**src/rtl/cursor_overlay.sv**
```systemverilog
module cursor_overlay #(
  parameter int SCREEN_W = 64,
  parameter int SCREEN_H = 48
) (
  input  logic        clk,
  input  logic        rst_n,
  input  logic        reg_we,
  input  logic [11:0] reg_addr,
  input  logic [31:0] reg_wdata,
  output logic [31:0] reg_rdata,
  input  logic [23:0] colour_lo,
  input  logic [23:0] colour_hi,
  input  logic        pix_valid,
  input  logic [15:0] pix_x,
  input  logic [15:0] pix_y,
  input  logic [23:0] pix_in,
  output logic        out_valid,
  output logic [23:0] out_pix
);
  localparam int          CUR_DIM  = 32;
  localparam logic [15:0] W_LIM    = 16'(SCREEN_W);
  localparam logic [15:0] H_LIM    = 16'(SCREEN_H);
  localparam logic [15:0] PARK     = 16'hF000;
  localparam logic [11:0] OFS_POS  = 12'h8FC;
  localparam logic [11:0] OFS_MISC = 12'h818;
  localparam logic [4:0]  SEL_EN   = 5'b10010;
  localparam logic [4:0]  SEL_COL  = 5'b10011;
  localparam logic [31:0] MISC_ONE = 32'h0200_0000;

  logic [15:0] cur_x, cur_y;
  logic [31:0] misc_q;
  logic [CUR_DIM-1:0] en_word  [CUR_DIM];
  logic [CUR_DIM-1:0] col_word [CUR_DIM];

  wire [4:0] wr_row = reg_addr[6:2];
  wire       wr_en_bank  = reg_we && reg_addr[11:7] == SEL_EN;
  wire       wr_col_bank = reg_we && reg_addr[11:7] == SEL_COL;

  always_ff @(posedge clk) begin
    if (!rst_n) begin
      cur_x  <= PARK;
      cur_y  <= PARK;
      misc_q <= '0;
      for (int r = 0; r < CUR_DIM; r++) begin
        en_word[r]  <= '0;
        col_word[r] <= '0;
      end
    end else begin
      if (reg_we && reg_addr == OFS_POS) begin
        cur_x <= reg_wdata[31:16];
        cur_y <= reg_wdata[15:0];
      end
      if (reg_we && reg_addr == OFS_MISC) misc_q <= reg_wdata;
      if (wr_en_bank)  en_word[wr_row]  <= reg_wdata;
      if (wr_col_bank) col_word[wr_row] <= reg_wdata;
    end
  end

  assign reg_rdata = (reg_addr == OFS_MISC) ? (misc_q | MISC_ONE) : '0;

  wire [16:0] y_end = {1'b0, cur_y} + 17'd32;
  wire [16:0] x_end = {1'b0, cur_x} + 17'd32;
  wire        in_rows = pix_y >= cur_y && {1'b0, pix_y} < y_end && pix_y < H_LIM;
  wire        in_cols = pix_x >= cur_x && {1'b0, pix_x} < x_end && pix_x < W_LIM
                        && cur_x < W_LIM;
  wire [15:0] dy_full = pix_y - cur_y;
  wire [15:0] dx_full = pix_x - cur_x;
  wire [4:0]  row_sel = dy_full[4:0];
  wire [4:0]  bit_sel = 5'd31 - dx_full[4:0];
  wire        opaque  = in_rows && in_cols && en_word[row_sel][bit_sel];
  wire        pick_hi = col_word[row_sel][bit_sel];
  wire [23:0] merged  = opaque ? (pick_hi ? colour_hi : colour_lo) : pix_in;

  always_ff @(posedge clk) begin
    if (!rst_n) begin
      out_valid <= 1'b0;
      out_pix   <= '0;
    end else begin
      out_valid <= pix_valid;
      out_pix   <= merged;
    end
  end
endmodule

```
**config.mk**
```make
export PLATFORM = sky130hd
export DESIGN_NAME = cursor_overlay
export DESIGN_NICKNAME = d
export VERILOG_FILES = /design/src/rtl/cursor_overlay.sv
export SDC_FILE = /design/constraint.sdc
export NUM_CORES = 2
export LEC_CHECK = 0
export BUFFER_PORTS_ARGS = -buffer_cell sky130_fd_sc_hd__buf_2
export CORE_MARGIN = 2
export CORE_UTILIZATION = 35
export DETAILED_ROUTE_END_ITERATION = 16
export PLACE_DENSITY_LB_ADDON = 0.15
export SYNTH_ARGS = -nofsm -noshare
export SYNTH_HDL_FRONTEND = slang
export SYNTH_SLANG_ARGS = --single-unit
```
**constraint.sdc**
```tcl
create_clock -name clk -period 7.4 [get_ports clk]
set_input_delay 1.48 -clock clk [delete_from_list [all_inputs] [get_ports clk]]
set_output_delay 1.48 -clock clk [all_outputs]
set_load 0.05 [all_outputs]
```
==> flow_summary.ini <==
[timing]
fmax_ghz = 0.1615
slew_violations = 0
worst_slew_pin_slew_ps = 1266
rsz0062_at_grt = no
slew_headroom = 0.1532
fin_skew_ps = 40.93
setup_viol = 0
period_share = 0.8366
hold_viol_final = 0
min_period_ps = 6191
fin_setup_tns_ps = 0
worst_slack_ps = 1209

[synthesis]
yosysMostFrequentCell = edfxtp_1
muxShareOfSynthArea = 0.1246
synth_warnings = 0
synth_edf_count = 2048
synth_xor_xnor_area_share = 0.002436
synth_compound_area_frac = 0.03666
avgSynthCellArea_um2 = 14.53
synth_top_area_cell = edfxtp_1
synthSimpleGateAreaFrac = 0.1624
synth.top_cell.area_share = 0.6141
ys_seq_area_frac = 0.6317
netlist_top_cells_count = edfxtp_1 (2048), and2_1 (1963), clkbuf_1 (549)
synthArstFlopShare = 0
synthAdderAreaFrac = 0.007772
syn-instance-count = 6894
ys_top_cells_by_area = edfxtp_1 (61%), and2_1 (12%), mux4_2 (12%)
synth-seq-cells = 2136
synth_area_mm2 = 0.1001
synth_flop_cell = edfxtp_1
synth_cell_type_count = 84
syn_nets = 7107
synth_top_family_by_area = simple AND/OR/NAND/NOR gates

[routing]
routed_wirelength_um = 357300
drc_errors = 0
vias_per_cell = 5.570
first_pass_iters = 8
drt_iter0_markers = 7157
via_count = 60710
wl_per_cell_um = 32.78
ant_nets = 0

[cts]
post_cts_buffers = 0
root_buffer = clkbuf_16
hold_buffers = 0
clk_path_buf_depth = 4
numCtsBuffers = 243
clock_sinks = 2136
clock_latency_ps = 930
cts_resized = 0
htree_levels = 4
tritoncts = done
clk_pin_slew_worst_paths_ps = 60

[cells_and_area]
drive_above_1_share = 0.2146
area_delta_synth_final_pct = 13.76
layoutNonFillerInstCount = 10900
fin_util = 0.3998
layout.nets = 7134
regArea_mm2 = 0.06326
multi_input_area_mm2 = 0.03448
design_area_mm2 = 0.1139
fillers = 26120

[die]
die_w_um = 538.9
ios = 209
die_area_mm2 = 0.2904
core-area_mm2 = 0.2850
die_y_um = 538.9
row_count = 196
start_util = 0.3514

[worst_hold_path]
min-delay-start = misc_q[21]
min_to = misc_q[21]
min_path_type = reg2reg
hold_path_depth = 2

[power]
power.leakage_nw = 39.50
power.density_mw_per_mm2 = 248.8
vdd_drop_max_v = 0.0001949

[worst_setup_path]
path_class = in2reg
rrSetupSlack_ps = 1730
critPathSlowestCell = fa_4
cp-end-kind = flip-flop
reg2reg_from = cur_y[0]
reg2reg_depth = 15
crit_fanout = 31
cp.arrival_ps = 7020
max_stage_delay_ps = 1000
critPathRequiredTime_ps = 8230
r2r-end = out_pix[5]
critPathLaunchType = input pin
path_cells = buf_2 -> inv_1 -> ha_4 -> inv_1 -> fa_4 -> buf_12 -> buf_4 -> mux4_2 -> mux2i_1 -> o221ai_1 -> a221o_1 -> o41ai_1 -> o32ai_1 -> buf_4 -> and2_1 -> o21ai_0 -> a21oi_1

[global_route]
grt_max_degree = 118
grt.overflow.total = 0
grt_pass1_vias = 60400
track_usage = 0.2421
grt_pass1_wl_um = 497700
antenna_found_initial = 44

[placed_design]
place_hpwl_um = 216700
post-place-ws_ps = 502.9
place_area_mm2 = 0.1063
globalplace.congestion = 0.9027
numPortBuffers = 208
dp_cells = 10440

[job]
cap_violations = 0

[status]
status = complete, no violations
## worst max path at each step
stage / from / end / slack (ps) / cells past startpoint
2_1_floorplan: rst_n / en_word[29][0] / 1870 / 6
3_3_place_gp: pix_y[0] / out_pix[2] / 340 / 17
4_1_cts: pix_y[0] / out_pix[13] / 1460 / 17
6_report: pix_y[0] / out_pix[5] / 1210 / 17
5_1_grt: pix_y[0] / out_pix[7] / 1150 / 17
3_5_place_dp: pix_y[0] / out_pix[17] / 500 / 17
## sequential cells by signal, summed over array words and instances (netlist names)
register,cells
col_word,1024
en_word,1024
misc_q,31
out_pix,24
cur_x,16
cur_y,16
out_valid,1
## worst max-delay path: cells and delay by family
| kind | cells | cell delay (ps) |
|---|---|---|
| adder cells (fa/ha/maj) | 2 | 1180 |
| multiplexers | 2 | 390 |
| AND/OR/NAND/NOR | 1 | 720 |
| AO/OA/AOI/OAI | 6 | 1800 |
| buffers and inverters | 6 | 1380 |
## metal layers
layer  track usage  up-vias  part of all wire
met4       0.08235        4             0.034
met5             0        -          0.000084
li1              -    25520                 -
met1        0.3377    32130              0.42
met2        0.3772     2504              0.46
met3       0.04748      552             0.079
## cells by family (layout without fill, tap and decap cells)
| kind of cell | count (synthesis) | count (layout) |
|---|---|---|
| mux | 596 | 596 |
| simple gates | 2764 | 2764 |
| compound gates | 549 | 549 |
| flops | 2136 | 2136 |
| buf+inv | 761 | 977 |
| fa+ha+maj | 61 | 61 |
| other cells | 0 | 28 |
| xor+xnor | 27 | 27 |
## placed cells by master, fill, tap and decap left out, types with 28 or more instances in the layout
| cell type | Yosys | routed |
|---|---|---|
| clkbuf_16 | 0 | 244 |
| edfxtp_1 | 2048 | 2048 |
| and2_1 | 1963 | 1962 |
| and3_1 | 166 | 165 |
| nand3_1 | 197 | 197 |
| clkbuf_1 | 549 | 54 |
| buf_4 | 65 | 296 |
| a211oi_1 | 35 | 35 |
| clkinv_2 | 0 | 41 |
| a21oi_1 | 49 | 48 |
| o21ai_4 | 0 | 65 |
| nand2_1 | 218 | 218 |
| buf_12 | 2 | 29 |
| diode_2 | 0 | 28 |
| buf_2 | 66 | 175 |
| dfxtp_1 | 88 | 88 |
| nor2_1 | 112 | 49 |
| inv_1 | 41 | 41 |
| mux2i_1 | 55 | 54 |
| clkinv_1 | 1 | 56 |
| mux4_2 | 518 | 518 |
| a21boi_0 | 56 | 56 |
| nor2_2 | 1 | 60 |
| ha_1 | 59 | 58 |
| o21ai_0 | 189 | 125 |
## per-stage QoR
step / power [mW] / hold WS [ps]
2_1_floorplan: 15.52 / 438.8
3_3_place_gp: 16.78 / 451.6
3_5_place_dp: 16.80 / 456.9
4_1_cts: 28.51 / 465.5
5_1_grt: 29.10 / 490.1
6_report: 28.35 / 462.2
## report_power, final
group	total [mW]	switching, mW	leakage, nW	internal [mW]
sequential	13.9	0.154	20.1	13.8
clock	11.8	5.07	3.68	6.72
combinational	2.61	1.80	15.7	0.814
total	28.3	7.02	39.5	21.3
## layout make-up
| cell class | count | share of cell area |
|---|---|---|
| inverter | 42 | 0.001384 |
| clock buffer | 299 | 0.05550 |
| tap | 3762 | 0.04132 |
| clock inverter | 135 | 0.01079 |
| timing repair buffer | 501 | 0.03242 |
| multi-input combinational | 3997 | 0.3027 |
| antenna | 28 | 0.0006151 |
| sequential | 2136 | 0.5553 |
Note: power is estimated with default switching activity, not from simulation.
